File: config.mk
export PLATFORM = sky130hd
export DESIGN_NAME = row_scan_shifter
export DESIGN_NICKNAME = d
export VERILOG_FILES = /design/src/rtl/row_scan_pkg.sv /design/src/rtl/row_scan_edge.sv /design/src/rtl/row_scan_chain.sv /design/src/rtl/row_scan_pins.sv /design/src/rtl/row_scan_shifter.sv
export SDC_FILE = /design/constraint.sdc
export NUM_CORES = 1
export LEC_CHECK = 0
export BUFFER_PORTS_ARGS = -buffer_cell sky130_fd_sc_hd__buf_4
export CORE_UTILIZATION = 51
export DETAILED_ROUTE_END_ITERATION = 8
export HOLD_SLACK_MARGIN = 0.08
export PLACE_DENSITY = 0.74
export SLEW_MARGIN = 20
export SYNTH_ARGS = -nofsm -noshare
export SYNTH_HDL_FRONTEND = slang
export SYNTH_SLANG_ARGS = --single-unit
File: constraint.sdc
create_clock -name clk -period 1.3 [get_ports clk]
set_input_delay 0.195 -clock clk [delete_from_list [all_inputs] [get_ports clk]]
set_output_delay 0.195 -clock clk [all_outputs]
set_load 0.1 [all_outputs]
File: src/rtl/row_scan_pkg.sv
package row_scan_pkg;
  typedef enum logic {
    SHIFT_UP   = 1'b0,
    SHIFT_DOWN = 1'b1
  } scan_dir_e;
endpackage

File: src/rtl/row_scan_edge.sv
// Line-pulse fall detector and direction register.
module row_scan_edge
  import row_scan_pkg::*;
(
  input  logic      clk,
  input  logic      rst,
  input  logic      line_pulse,
  input  logic      dir_in,
  output logic      step,
  output scan_dir_e dir_q
);
  logic lp_q;

  always_ff @(posedge clk) begin
    if (rst) begin
      lp_q  <= 1'b0;
      dir_q <= SHIFT_UP;
    end else begin
      lp_q  <= line_pulse;
      dir_q <= scan_dir_e'(dir_in);
    end
  end

  assign step = lp_q & ~line_pulse;
endmodule

File: src/rtl/row_scan_chain.sv
// Stage chain; each stage picks its lower or upper neighbour.
module row_scan_chain
  import row_scan_pkg::*;
#(
  parameter int STAGES = 160
) (
  input  logic              clk,
  input  logic              rst,
  input  logic              step,
  input  logic              enable,
  input  scan_dir_e         dir_q,
  input  logic              fill_lo,
  input  logic              fill_hi,
  output logic [STAGES-1:0] q
);
  localparam int LAST = STAGES - 1;

  for (genvar gi = 0; gi < STAGES; gi++) begin : g_stage
    logic from_lo;
    logic from_hi;
    logic stage_q;

    if (gi == 0) begin : g_lo_end
      assign from_lo = fill_lo;
    end else begin : g_lo_mid
      assign from_lo = q[gi-1];
    end

    if (gi == LAST) begin : g_hi_end
      assign from_hi = fill_hi;
    end else begin : g_hi_mid
      assign from_hi = q[gi+1];
    end

    always_ff @(posedge clk) begin
      if (rst)
        stage_q <= 1'b0;
      else if (step && enable)
        stage_q <= (dir_q == SHIFT_DOWN) ? from_hi : from_lo;
    end

    assign q[gi] = stage_q;
  end
endmodule

File: src/rtl/row_scan_pins.sv
// Role assignment of the two shared end pins.
module row_scan_pins
  import row_scan_pkg::*;
#(
  parameter int STAGES = 160
) (
  input  scan_dir_e         dir_q,
  input  logic [STAGES-1:0] q,
  input  logic              a_in,
  input  logic              b_in,
  output logic              fill_lo,
  output logic              fill_hi,
  output logic              a_out,
  output logic              a_oe,
  output logic              b_out,
  output logic              b_oe
);
  localparam int LAST = STAGES - 1;

  always_comb begin
    fill_lo = a_in;
    fill_hi = b_in;
    a_oe    = (dir_q == SHIFT_DOWN);
    b_oe    = (dir_q == SHIFT_UP);
    a_out   = a_oe ? q[0]    : 1'b0;
    b_out   = b_oe ? q[LAST] : 1'b0;
  end
endmodule

File: src/rtl/row_scan_shifter.sv
module row_scan_shifter
  import row_scan_pkg::*;
#(
  parameter int STAGES = 160
) (
  input  logic              clk,
  input  logic              rst,
  input  logic              line_pulse,
  input  logic              mode_com,
  input  logic              dir,
  input  logic              end_a_i,
  output logic              end_a_o,
  output logic              end_a_oe,
  input  logic              end_b_i,
  output logic              end_b_o,
  output logic              end_b_oe,
  output logic [STAGES-1:0] row_sel
);
  logic      step;
  scan_dir_e dir_q;
  logic      fill_lo;
  logic      fill_hi;

  row_scan_edge u_edge (
    .clk        (clk),
    .rst        (rst),
    .line_pulse (line_pulse),
    .dir_in     (dir),
    .step       (step),
    .dir_q      (dir_q)
  );

  row_scan_pins #(.STAGES(STAGES)) u_pins (
    .dir_q   (dir_q),
    .q       (row_sel),
    .a_in    (end_a_i),
    .b_in    (end_b_i),
    .fill_lo (fill_lo),
    .fill_hi (fill_hi),
    .a_out   (end_a_o),
    .a_oe    (end_a_oe),
    .b_out   (end_b_o),
    .b_oe    (end_b_oe)
  );

  row_scan_chain #(.STAGES(STAGES)) u_chain (
    .clk     (clk),
    .rst     (rst),
    .step    (step),
    .enable  (mode_com),
    .dir_q   (dir_q),
    .fill_lo (fill_lo),
    .fill_hi (fill_hi),
    .q       (row_sel)
  );
endmodule

# ---- Word-level counts from Yosys, hierarchy flattened
# Cells that the tools add are included.
dict set report word_totals {
  in_bits 7
  register_bits 162
  wordCells 328
  out_inout_bits 164
}
dict set report op_classes {
  n_reduce_logical 1
  muxes 162
  bitwise_logic 3
}
# op n
set ops {}
lappend ops {{1-bit two-way mux} 162}
lappend ops {{1-bit inverter} 2}
lappend ops {{1-bit bitwise AND} 1}
lappend ops {{1-bit logical AND} 1}

# ---- Logic depth before layout (Yosys ltp)
# Gate-level depths: netlist of run 1.
dict set report logic_depth {
  ltp_word 3
  ltp_mapped 6
  depth_no_buf 2
}

# ---- Cells and area by module
# Synthesis of run 1 repeated with hierarchy kept, for this count alone.
dict set report hier_totals {
  hier_cells 902
  area_unflattened_um2 9142.5
}
# module n_inst seq_area_each_um2 cells_per_inst area_per_inst_um2
set by_module_without_submodules {}
lappend by_module_without_submodules {row_scan_chain 1 3203.1 891 9042.4}
lappend by_module_without_submodules {row_scan_edge 1 40.0 5 61.3}
lappend by_module_without_submodules {row_scan_pins 1 0.0 6 38.8}

# ---- Worst setup path before layout of run 1
# OpenSTA, ideal clock, no wires.
dict set report synth_path {
  path_type {reg-to-output}
  from {reg u_edge.dir_q}
  to {out end_b_o}
  stages_incl_launch_ff 5
  required_time_ns 1.105
  t_arrival_ns 2.650
  path_slack_ns -1.545
  n_path_buf 3
  cell_sequence {dfxtp_1 -> buf_4 -> buf_4 -> buf_2 -> nor2b_1}
}
dict set report synth_via {
  elab_chain_len 1
}
# item line
set synth_rtl {}
lappend synth_rtl {{start: declaration} row_scan_edge.sv:10} ;# output scan_dir_e dir_q
lappend synth_rtl {{start signal: assignment} row_scan_edge.sv:20} ;# dir_q <= scan_dir_e'(dir_in);
lappend synth_rtl {{1-bit two-way mux} row_scan_pins.sv:26} ;# b_out = b_oe ? q[LAST] : 1'b0;
lappend synth_rtl {{end: declaration} row_scan_shifter.sv:15} ;# output logic end_b_o,
# No other way between the ends.

# ---- Worst setup path in the final report of run 1
dict set report layout_path {
  from {reg u_edge.dir_q}
  to {reg u_chain.g_stage[138].stage_q}
}
dict set report layout_via {
  elab_chain_len 1
}
# item line
set layout_rtl {}
lappend layout_rtl {{1-bit two-way mux} row_scan_chain.sv:39} ;# stage_q <= (dir_q == SHIFT_DOWN) ? from_hi : from_lo;
lappend layout_rtl {{end signal: assignment} row_scan_chain.sv:39}
lappend layout_rtl {{end: declaration} row_scan_chain.sv:21} ;# logic stage_q;
# No other way between the ends.
# A chain may end at the register's enable or synchronous reset.

==> reports/qor.tcl, run 1 <==
set qor(run_status) {complete, but fails checks}
set qor(failed_checks) {setup timing}
set qor(worst_slew_margin_rel_pct) 72.8
set qor(grt_antenna_before_repair) 0
set qor(cellPowerDensity_nw_per_um2) 859
set qor(power_switching_mw) 2.38
set qor(destination_of_the_worst_hold_path) {u_chain.g_stage[0].stage_q}
set qor(post_synth_instance_area_um2) 9130
set qor(vias_in_the_first_global_route) 5675
set qor(total_leakage_power_nw) 4.29
set qor(max_cap_viol_count) 0
set qor(first_iter_violations) 319
set qor(tritoncts_clock_tree) {yes}
set qor(clkSinkCount) 162
set qor(hold-path-cell-count) 3
set qor(maximum_number_of_pins_on_one_net_before_global_route_repair) 102
set qor(finalCoreUtilization_pct) 72.6
set qor(r2r_cells) 6
set qor(worstReg2RegStart) {u_edge.dir_q}
set qor(share_seq_of_total_power_pct) 45.9
set qor(worst_ep_required_time_ps) 1580
set qor(overflow) 0
set qor(instances_no_fill) 1137
set qor(final_cell_mix) {160 x sky130_fd_sc_hd__nand2b_1, 117 x sky130_fd_sc_hd__mux2i_1, 115 x sky130_fd_sc_hd__dfxtp_2}
set qor(routed_wire_length_per_instance_um) 19.3
set qor(area.growth.synth_to_final_pct) 38.0
set qor(synthesis.instances) 881
set qor(finalWorstPathRequiredPeriod_ps) 1460
set qor(worstHoldPathType) {input pin to flip-flop}
set qor(final_area_um2) 12600
set qor(number_of_vias_in_the_routed_layout) 6175
set qor(placement.setup.worst_slack_ps) 38.8
set qor(place_congestion) 0.726
set qor(numPlacedInstances) 1081
set qor(ir_worst_vdd_mv) 0.833
set qor(clkLatencyLatePin_ps) 410
set qor(finalClockSkew_ps) 12.0
set qor(most_common_cell_after_layout_fill_and_taps_aside) {sky130_fd_sc_hd__nand2b_1}
set qor(combPwrFrac_pct) 7.8
set qor(yosys_register_bits) 162
set qor(maxClockFrequency_mhz) 683
set qor(layout-drive-gt1-share_pct) 57.5
set qor(route.detailed.vias_per_inst) 5.43
set qor(yosys.cell_types.count) 14
set qor(port_buffers) 170
set qor(drt_first_pass_iters) 4
set qor(critPathCaptureType) {flip-flop}
set qor(worst_pin_slew_ps) 409
set qor(cts-root-to-sink-buffers) 2
set qor(syn_avg_cell_area_um2) 10.4
set qor(worstSetupStartpointType) {flip-flop}
set qor(detailedPlacementHpwl_um) 12300
set qor(die_area_um2) 18400
set qor(nets) 908
set qor(crit_type) {flip-flop to flip-flop}
set qor(finalCritPeriodShare_pct) 113
set qor(route.antenna.remaining_nets) 0
set qor(routed_wirelength_um) 21900
set qor(regToRegEndpoint) {u_chain.g_stage[137].from_hi}
set qor(postPlaceCellArea_um2) 9630
set qor(grt_usage_pct) 21.3
set qor(drc) 0
set qor(start_util_pct) 52.6
set qor(htree_num_levels) 4
set qor(p_sw_share_pct) 22.0
set qor(clock_power_share_pct) 46.3
set qor(hold_violation_count_in_the_final_report) 0
set qor(timing_max_transition_violations_final) 0
set qor(postSynthNetCount) 888
set qor(unrepaired_setup_endpoints_after_global_routing) {yes}
set qor(ys.warnings.count) 0
set qor(reg_clk_slew_reported_paths_ps) 60
set qor(reg2reg_slack_ps) -160
set qor(intPower_mw) 8.45
set qor(timing.hold.worst.start) {end_a_i}
set qor(cts_inserted_buffers) 17
set qor(cp_max_fanout) 8
set qor(io-pin-count) 171
set qor(final_antenna_diode_count) 0
set qor(floorplan.die.width_um) 136
set qor(placeableCoreArea_um2) 17400
set qor(setup_violations) 122
set qor(crit_arrival_ps) 1750
set qor(cts_root_buffer) {sky130_fd_sc_hd__clkbuf_16}
set qor(timing.final.ws_setup_ps) -163
set qor(num_rows) 48
set qor(fp.dieH_um) 136
set qor(first_pass_grt_wire_length_um) 31200
set qor(seq_area_frac_synth_pct) 35.5
-- through the flow --
step | setup TNS [ps] | hold WS [ps] | power (mW)
floorplan | -19330 | 322 | 5.56
global placement | 0 | 425 | 5.74
detailed placement | 0 | 428 | 5.73
CTS | -1880 | 84.4 | 10.8
global route | -13880 | 83.6 | 11.2
finish | -8040 | 101 | 10.8
-- state kept, by name (all words and copies together) (netlist names) --
register                 count
u_edge.dir_q                 1
u_chain.g_stage.from_lo      2
u_chain.g_stage.from_hi    155
u_chain.g_stage.stage_q      3
u_edge.lp_q                  1
-- worst max-delay path: stages (launching register included) --
cell                        delay (ps)
sky130_fd_sc_hd__dfxtp_4           380
sky130_fd_sc_hd__buf_4             120
sky130_fd_sc_hd__buf_12            160
sky130_fd_sc_hd__buf_12            170
sky130_fd_sc_hd__clkbuf_16         160
sky130_fd_sc_hd__mux2i_2           250
sky130_fd_sc_hd__o22ai_2            90
-- power by group through the flow --
stage / logic, mW / clock network, mW / registers, mW
after floorplan: 0.468 / 0 / 5.09
after global placement: 0.648 / 0 / 5.09
after detailed placement: 0.645 / 0 / 5.09
after CTS: 0.679 / 5.10 / 4.97
after global routing: 0.872 / 5.39 / 4.97
final: 0.840 / 5.01 / 4.97
-- cell type report --
| cell class | instances | area (µm²) |
|---|---|---|
| inverter | 1 | 7.51 |
| timing repair buffer | 233 | 3770 |
| fill | 1121 | 4760 |
| clock buffer | 19 | 443 |
| clock inverter | 11 | 136 |
| sequential | 162 | 3390 |
| tap | 225 | 282 |
| multi-input combinational | 486 | 4560 |
-- cell usage after synthesis (all sizes together) --
cell type,count,area share (%)
and2,1,0.069
and3b,1,0.096
nand2b,160,11
inv,1,0.041
nand4bb,1,0.12
clkbuf,29,1.2
nor2b,3,0.21
mux2i,160,18
buf,203,16
o22ai,160,18
dfxtp,162,36
-- routing by layer --
layer  GRT usage, %  routed length, µm  share of wire, %
met2           31.9              10900                50
met3           6.85               1220               5.5
met5              0                  0                 0
met4           5.31                161              0.73
met1           29.2               9600                44
-- kinds of logic after synthesis --
| logic type | after synthesis | share of synthesized area (%) |
|---|---|---|
| and+or+nand+nor | 166 | 11.5 |
| buffers and inverters | 233 | 17.6 |
| AOI/OAI and AO/OA | 160 | 17.8 |
| DFF | 162 | 35.5 |
| muxes | 160 | 17.5 |
-- what timing repair did --
action	in CTS	in global routing
gates resized for setup	207	371
hold buffers	2	0
endpoints found under the setup margin	161	245
pin swaps	0	3
hold endpoints to repair	2	0
setup buffers	4	11
gates cloned	0	9
-- how the worst max path moves through the flow --
stage                 startpoint                           end  slack, ps  cells after the start
finish              u_edge.dir_q  u_chain.g_stage[137].from_hi       -160                      6
floorplan           u_edge.dir_q                      end_b_oe       -270                      4
global placement    u_edge.dir_q  u_chain.g_stage[145].from_hi         60                      4
CTS                 u_edge.dir_q                       end_a_o       -140                      3
detailed placement  u_edge.dir_q  u_chain.g_stage[126].from_hi         40                      3
global route        u_edge.dir_q  u_chain.g_stage[137].from_hi       -190                      6
Power figures use the tool's default switching activity.
==> inputs of run 2 (changes only) <==
--- a/config.mk
+++ b/config.mk
@@ -6,10 +6,11 @@
 export NUM_CORES = 1
 export LEC_CHECK = 0
 export BUFFER_PORTS_ARGS = -buffer_cell sky130_fd_sc_hd__buf_4
-export CORE_UTILIZATION = 51
+export CORE_UTILIZATION = 56
+export CTS_CLUSTER_SIZE = 14
 export DETAILED_ROUTE_END_ITERATION = 8
 export HOLD_SLACK_MARGIN = 0.08
-export PLACE_DENSITY = 0.74
+export PLACE_DENSITY = 0.77
 export SLEW_MARGIN = 20
 export SYNTH_ARGS = -nofsm -noshare
 export SYNTH_HDL_FRONTEND = slang
==> constraint.sdc (replaced) <==
create_clock -name clk -period 1.5 [get_ports clk]
set_input_delay 0.225 -clock clk [delete_from_list [all_inputs] [get_ports clk]]
set_output_delay 0.225 -clock clk [all_outputs]
set_load 0.1 [all_outputs]
==> reports/qor.tcl, run 2 (synthesized netlist as in run 1, its figures left out) <==
set qor(final_cell_mix) {174 x sky130_fd_sc_hd__buf_4, 161 x sky130_fd_sc_hd__dfxtp_1, 160 x sky130_fd_sc_hd__mux2i_1, 160 x sky130_fd_sc_hd__nand2b_1, 100 x sky130_fd_sc_hd__o22ai_2}
set qor(grt_antenna_before_repair) 0 ;# unchanged
set qor(placeableCoreArea_um2) 15900 ;# -8.5%
set qor(layout-drive-gt1-share_pct) 37.5 ;# -20 points
set qor(finalCoreUtilization_pct) 64.1 ;# -8.4 points
set qor(failed_checks) {setup timing}
set qor(vias_in_the_first_global_route) 5916 ;# +4.2%
set qor(unrepaired_setup_endpoints_after_global_routing) {yes}
set qor(io-pin-count) 171 ;# unchanged
set qor(placement.setup.worst_slack_ps) 153 ;# +114 ps
set qor(most_congested_layer_reported_by_global_routing) {met2}
set qor(route.antenna.remaining_nets) 0 ;# unchanged
set qor(cellPowerDensity_nw_per_um2) 944 ;# +9.9%
set qor(timing.final.ws_setup_ps) -1.10 ;# +162 ps
set qor(reg_clk_slew_reported_paths_ps) 60 ;# about the same
set qor(timing_max_transition_violations_final) 0 ;# unchanged
set qor(instances_no_fill) 1091 ;# -4.0%
set qor(die_area_um2) 16800 ;# -8.8%
set qor(tritoncts_clock_tree) {yes}
set qor(first_iter_violations) 292 ;# -8.5%
set qor(route.detailed.vias_per_inst) 5.53 ;# +1.9%
set qor(routed_wirelength_um) 19700 ;# -10%
set qor(worst_setup_path_startpoint) {u_edge.dir_q}
set qor(cp_max_fanout) 4 ;# -4
set qor(worstHoldPathType) {input pin to flip-flop}
set qor(max_cap_viol_count) 0 ;# unchanged
set qor(final-seq-area_um2) 3250 ;# -4.2%
set qor(detailedPlacementHpwl_um) 12600 ;# +2.6%
set qor(timing.hold.worst.start) {end_a_i}
set qor(finalClockSkew_ps) 8.30 ;# -3.69 ps
set qor(grt_usage_pct) 23.3 ;# +2.0 points
set qor(ir_worst_vdd_mv) 0.806 ;# -3.3%
set qor(met2_usage_pct) 37.9 ;# +6.0 points
set qor(worst_pin_slew_ps) 532 ;# +123 ps
set qor(floorplan.die.width_um) 130 ;# -4.5%
set qor(totalNegativeSetupSlack_ps) -1.10 ;# +8040 ps
set qor(worstReg2RegStart) {u_edge.dir_q}
set qor(final_antenna_diode_count) 0 ;# unchanged
set qor(crit_arrival_ps) 1280 ;# -470 ps
set qor(cts-root-to-sink-buffers) 2 ;# unchanged
set qor(maximum_number_of_pins_on_one_net_before_global_route_repair) 163 ;# +60%
set qor(n_fill_cell) 1332 ;# +19%
set qor(most_common_cell_after_layout_fill_and_taps_aside) {sky130_fd_sc_hd__buf_4}
set qor(maxClockFrequency_mhz) 666
set qor(worst_ep_required_time_ps) 1270 ;# -310 ps
set qor(global_route.usage.met3_pct) 6.19 ;# -0.65 points
set qor(overflow) 0 ;# unchanged
set qor(drt_first_pass_iters) 4 ;# unchanged
set qor(total_leakage_power_nw) 3.67 ;# -14%
set qor(port_buffers) 170 ;# unchanged
set qor(total_power_mw) 9.61 ;# -11%
set qor(num_rows) 46 ;# -4.2%
set qor(hold_violation_count_in_the_final_report) 0 ;# unchanged
set qor(fp.dieH_um) 130 ;# -4.5%
set qor(worstSetupStartpointType) {flip-flop}
set qor(cts_root_buffer) {sky130_fd_sc_hd__clkbuf_16}
set qor(start_util_pct) 57.5 ;# +4.9 points
set qor(gr-usage-met1_pct) 28.9 ;# -0.30 points
set qor(htree_num_levels) 4 ;# unchanged
set qor(crit_type) {flip-flop to output pin}
set qor(multi_input_comb_area_um2) 4300 ;# -5.7%
set qor(nets) 870 ;# -4.2%
set qor(clkSinkCount) 162 ;# unchanged
set qor(cts_inserted_buffers) 17 ;# unchanged
set qor(finalCritPeriodShare_pct) 100
set qor(finalWorstPathRequiredPeriod_ps) 1500
set qor(run_status) {complete, but fails checks}
set qor(clkLatencyLatePin_ps) 430 ;# +20 ps
set qor(setup_violations) 1 ;# -99%
set qor(worst_slew_margin_rel_pct) 64.5 ;# -8.2 points
set qor(first_pass_grt_wire_length_um) 30900 ;# -0.99%
set qor(place_congestion) 0.716 ;# -1.4%
set qor(routed_wire_length_per_instance_um) 18.0 ;# -6.5%
set qor(critPathCaptureType) {output pin}
set qor(drc) 0 ;# unchanged
set qor(number_of_vias_in_the_routed_layout) 6036 ;# -2.3%
set qor(max_reg_flops) 155 ;# unchanged
set qor(area.growth.synth_to_final_pct) 11.6
set qor(numPlacedInstances) 1053 ;# -2.6%
==> run 2: changes by cell type in the layout (fill, tap and decap cells not counted), sizes merged <==
cell	change
bufbuf	+2
clkinv	-2
inv	-1
buf	-32
bufinv	+2
clkbuf	-6
==> run 2: routing by layer <==
metal	routed length (µm)	vias to the layer above
met5	0	-
met4	481	0
met3	951	30
met2	9450	137
met1	8770	2964
li1	-	2905
==> run 2: critical path: stages (launching register included) <==
cell and delay [ps]:
sky130_fd_sc_hd__dfxtp_4 410, sky130_fd_sc_hd__buf_12 130, sky130_fd_sc_hd__and2_4 150, sky130_fd_sc_hd__buf_12 160
==> run 2: worst paths after layout <==
kind                                                     to  slack (ps)  depth (start not counted)
worst max register to register  u_chain.g_stage[54].from_hi         110                          5
worst max-delay path                                end_a_o          -1                          3
worst min-delay path             u_chain.g_stage[0].stage_q         100                          3
worst min register to register  u_chain.g_stage[80].from_hi         520                          2
==> run 2: final cells by class <==
type | count | share of cell area (%)
inverters | 1 | 0.0737
clock buffers | 21 | 4.52
clock inverters | 10 | 1.78
multi-input cells | 486 | 42.3
flip-flops and latches | 162 | 31.9
repair buffers | 195 | 16.8
well taps | 216 | 2.65
==> run 2: stage by stage <==
step | instance area, µm² | hold WS [ps]
3_5_place_dp | 9380 | 466
3_3_place_gp | 9380 | 458
6_report | 10200 | 104
2_1_floorplan | 9160 | 352
4_1_cts | 10200 | 90.9
5_1_grt | 10200 | 141
==> run 2: timing repair <==
action                     4_1_cts  5_1_grt
gates cloned                     2        0
setup endpoints to repair        4        6
resized for setup               11        2
buffers inserted                 3        0
hold endpoints to repair         2        0
hold buffers                     2        0
==> run 2: where the power goes <==
| part | total (mW) | switching (mW) | internal, mW |
|---|---|---|---|
| logic | 0.552 | 0.287 | 0.266 |
| registers | 4.31 | 0.00658 | 4.30 |
| clock network | 4.75 | 1.72 | 3.03 |
==> inputs of run 3 (changes only) <==
--- a/config.mk
+++ b/config.mk
@@ -6,11 +6,13 @@
 export NUM_CORES = 1
 export LEC_CHECK = 0
 export BUFFER_PORTS_ARGS = -buffer_cell sky130_fd_sc_hd__buf_4
-export CORE_UTILIZATION = 56
+export CELL_PAD_IN_SITES_DETAIL_PLACEMENT = 0
+export CELL_PAD_IN_SITES_GLOBAL_PLACEMENT = 1
+export CORE_UTILIZATION = 38
 export CTS_CLUSTER_SIZE = 14
 export DETAILED_ROUTE_END_ITERATION = 8
 export HOLD_SLACK_MARGIN = 0.08
-export PLACE_DENSITY = 0.77
+export PLACE_DENSITY = 0.69
 export SLEW_MARGIN = 20
 export SYNTH_ARGS = -nofsm -noshare
 export SYNTH_HDL_FRONTEND = slang
==> reports/qor.tcl, run 3 (synthesized netlist as in run 1, its figures left out) <==
set qor(timing.hold.ws_ps) 117 ;# +12.6 ps
set qor(first_pass_grt_wire_length_um) 32400 ;# +4.9%
set qor(clkSinkCount) 162 ;# unchanged
set qor(worstHoldPathType) {input pin to flip-flop}
set qor(crit_type) {flip-flop to output pin}
set qor(max_reg_flops) 155 ;# unchanged
set qor(maximum_number_of_pins_on_one_net_before_global_route_repair) 101 ;# -38%
set qor(cts_inserted_buffers) 17 ;# unchanged
set qor(run_status) {finished clean}
set qor(maxClockFrequency_mhz) 687 ;# +3.1%
set qor(grt_usage_pct) 16.7 ;# -6.6 points
set qor(most_common_cell_after_layout_fill_and_taps_aside) {sky130_fd_sc_hd__buf_4}
set qor(routed_wire_length_per_instance_um) 17.1 ;# -5.2%
set qor(clkLatencyLatePin_ps) 420 ;# about the same
set qor(crit_path_max_incr_delay_ps) 350 ;# -60 ps
set qor(timing_max_transition_violations_final) 0 ;# unchanged
set qor(cellPowerDensity_nw_per_um2) 929 ;# -1.6%
set qor(n_fill_cell) 2253 ;# +69%
set qor(cp_max_fanout) 8 ;# +4
set qor(final_cell_mix) {176 x sky130_fd_sc_hd__buf_4, 161 x sky130_fd_sc_hd__dfxtp_1, 160 x sky130_fd_sc_hd__mux2i_1, 160 x sky130_fd_sc_hd__nand2b_1, 100 x sky130_fd_sc_hd__o22ai_2}
set qor(instances_no_fill) 1197 ;# +9.7%
set qor(fp.dieH_um) 157 ;# +21%
set qor(hold-path-cell-count) 3 ;# unchanged
set qor(worst_slew_margin_rel_pct) 65.7 ;# +1.2 points
set qor(worst_pin_slew_ps) 515 ;# -17.4 ps
set qor(critPathCaptureType) {output pin}
set qor(crit_arrival_ps) 1230 ;# -50 ps
set qor(port_buffers) 170 ;# unchanged
set qor(drc) 0 ;# unchanged
set qor(postPlaceCellArea_um2) 9570 ;# +2.1%
set qor(max_cap_viol_count) 0 ;# unchanged
set qor(finalWorstPathRequiredPeriod_ps) 1460 ;# -45.0 ps
set qor(placeableCoreArea_um2) 23500 ;# +48%
set qor(placement.setup.worst_slack_ps) 207 ;# +54.4 ps
set qor(totalNegativeSetupSlack_ps) 0 ;# +1.10 ps
set qor(r2r_cells) 5 ;# unchanged
set qor(worstSetupStartpointType) {flip-flop}
set qor(place_congestion) 0.686 ;# -4.2%
set qor(unrepaired_setup_endpoints_after_global_routing) {yes}
set qor(finalCoreUtilization_pct) 43.8 ;# -20 points
set qor(floorplan.die.width_um) 157 ;# +21%
set qor(final_antenna_diode_count) 0 ;# unchanged
set qor(first_iter_violations) 373 ;# +28%
set qor(numPlacedInstances) 1158 ;# +10%
set qor(grt_antenna_before_repair) 0 ;# unchanged
set qor(setup_violations) 0 ;# -1
set qor(hold_violation_count_in_the_final_report) 0 ;# unchanged
set qor(timing.final.ws_setup_ps) 43.9 ;# +45.0 ps
set qor(final_area_um2) 10300 ;# +1.3%
set qor(cp.buffers_inverters) 2 ;# unchanged
set qor(nets) 872 ;# +0.23%
set qor(htree_num_levels) 4 ;# unchanged
set qor(finalClockSkew_ps) 7.88 ;# -0.414 ps
set qor(met2RoutedLength_um) 9190 ;# -2.8%
set qor(die_area_um2) 24600 ;# +47%
set qor(area.growth.synth_to_final_pct) 13.0
set qor(start_util_pct) 38.8 ;# -19 points
set qor(routed_wirelength_um) 20400 ;# +4.0%
set qor(route.antenna.remaining_nets) 0 ;# unchanged
set qor(reg_clk_slew_reported_paths_ps) 60 ;# about the same
set qor(io-pin-count) 171 ;# unchanged
set qor(cts-root-to-sink-buffers) 2 ;# unchanged
set qor(num_rows) 56 ;# +22%
set qor(timing.critical_path.cells) {buf_12 > and2_4 > buf_12}
set qor(tritoncts_clock_tree) {yes}
set qor(maxUsedRoutingLayer) {met4}
set qor(cpLargestDelayFamily) {flip-flops}
set qor(vias_in_the_first_global_route) 5542 ;# -6.3%
set qor(layout-drive-gt1-share_pct) 37.8 ;# +0.33 points
set qor(cpMostUsedCell) {sky130_fd_sc_hd__buf_12}
set qor(detailedPlacementHpwl_um) 12600 ;# -0.22%
set qor(worst_ep_required_time_ps) 1270 ;# about the same
set qor(crit_path_top_delay_cell) {sky130_fd_sc_hd__dfxtp_4}
set qor(total_leakage_power_nw) 3.67 ;# about the same
set qor(finalCritPeriodShare_pct) 97.1 ;# -3.0 points
set qor(route.detailed.vias_per_inst) 4.93 ;# -11%
set qor(ir_worst_vdd_mv) 0.520 ;# -36%
set qor(number_of_vias_in_the_routed_layout) 5902 ;# -2.2%
set qor(total_power_mw) 9.58 ;# -0.34%
set qor(overflow) 0 ;# unchanged
set qor(drt_first_pass_iters) 4 ;# unchanged
set qor(cts_root_buffer) {sky130_fd_sc_hd__clkbuf_16}
set qor(detailroute.wirelength.met3_um) 1140 ;# +20%
set qor(m1WireLength_um) 9820 ;# +12%
set qor(path_depth) 3 ;# unchanged
[run 3: cell types whose count changed in the layout (fill, tap and decap cells not counted), moves of 2 or more]
| cell | previous run | this run |
|---|---|---|
| sky130_fd_sc_hd__buf_6 | 3 | 1 |
| sky130_fd_sc_hd__buf_4 | 174 | 176 |
| sky130_fd_sc_hd__clkinv_4 | 1 | 3 |
| sky130_fd_sc_hd__buf_12 | 13 | 16 |
[run 3: final timing paths]
path	end	start	slack (ps)
setup / recovery	end_a_o	u_edge.dir_q	40
hold / removal	u_chain.g_stage[0].stage_q	end_a_i	120
setup reg to reg	u_chain.g_stage[147].from_hi	u_edge.dir_q	130
hold reg to reg	u_chain.g_stage[25].from_hi	u_chain.g_stage[25].from_hi	520
[run 3: final cells by class]
type / instances / area (µm²) / area share, %
clock buffer: 20 / 457 / 4.43
clock inverter: 12 / 180 / 1.75
inverter: 1 / 7.51 / 0.0728
multi-input combinational: 486 / 4300 / 41.7
sequential: 162 / 3250 / 31.5
tap: 319 / 399 / 3.87
timing repair buffer: 197 / 1720 / 16.7
[run 3: repair_timing]
item / CTS / global route
gates resized for setup: 4 / 2
endpoints found under the setup margin: 4 / 3
hold buffers: 2 / 0
endpoints found under the hold margin: 2 / 0
gates cloned: 1 / 0
pin swaps: 0 / 0
setup buffers: 4 / 0
[run 3: where the power goes]
part | internal [mW] | switching (mW) | leakage (nW)
logic | 0.261 | 0.301 | 2.06
clock network | 2.89 | 1.83 | 0.307
registers | 4.30 | 0.00385 | 1.31
[run 3: per-layer routing]
layer / vias to the layer above / track usage, %
met4: 0 / 5.79
met2: 117 / 24.4
met5: - / 0
li1: 2906 / -
met1: 2864 / 23.3
met3: 15 / 4.52
[run 3: tightest hold or removal path, stage by stage]
cell and delay [ps]:
sky130_fd_sc_hd__buf_4 80, sky130_fd_sc_hd__mux2i_1 50, sky130_fd_sc_hd__o22ai_1 130
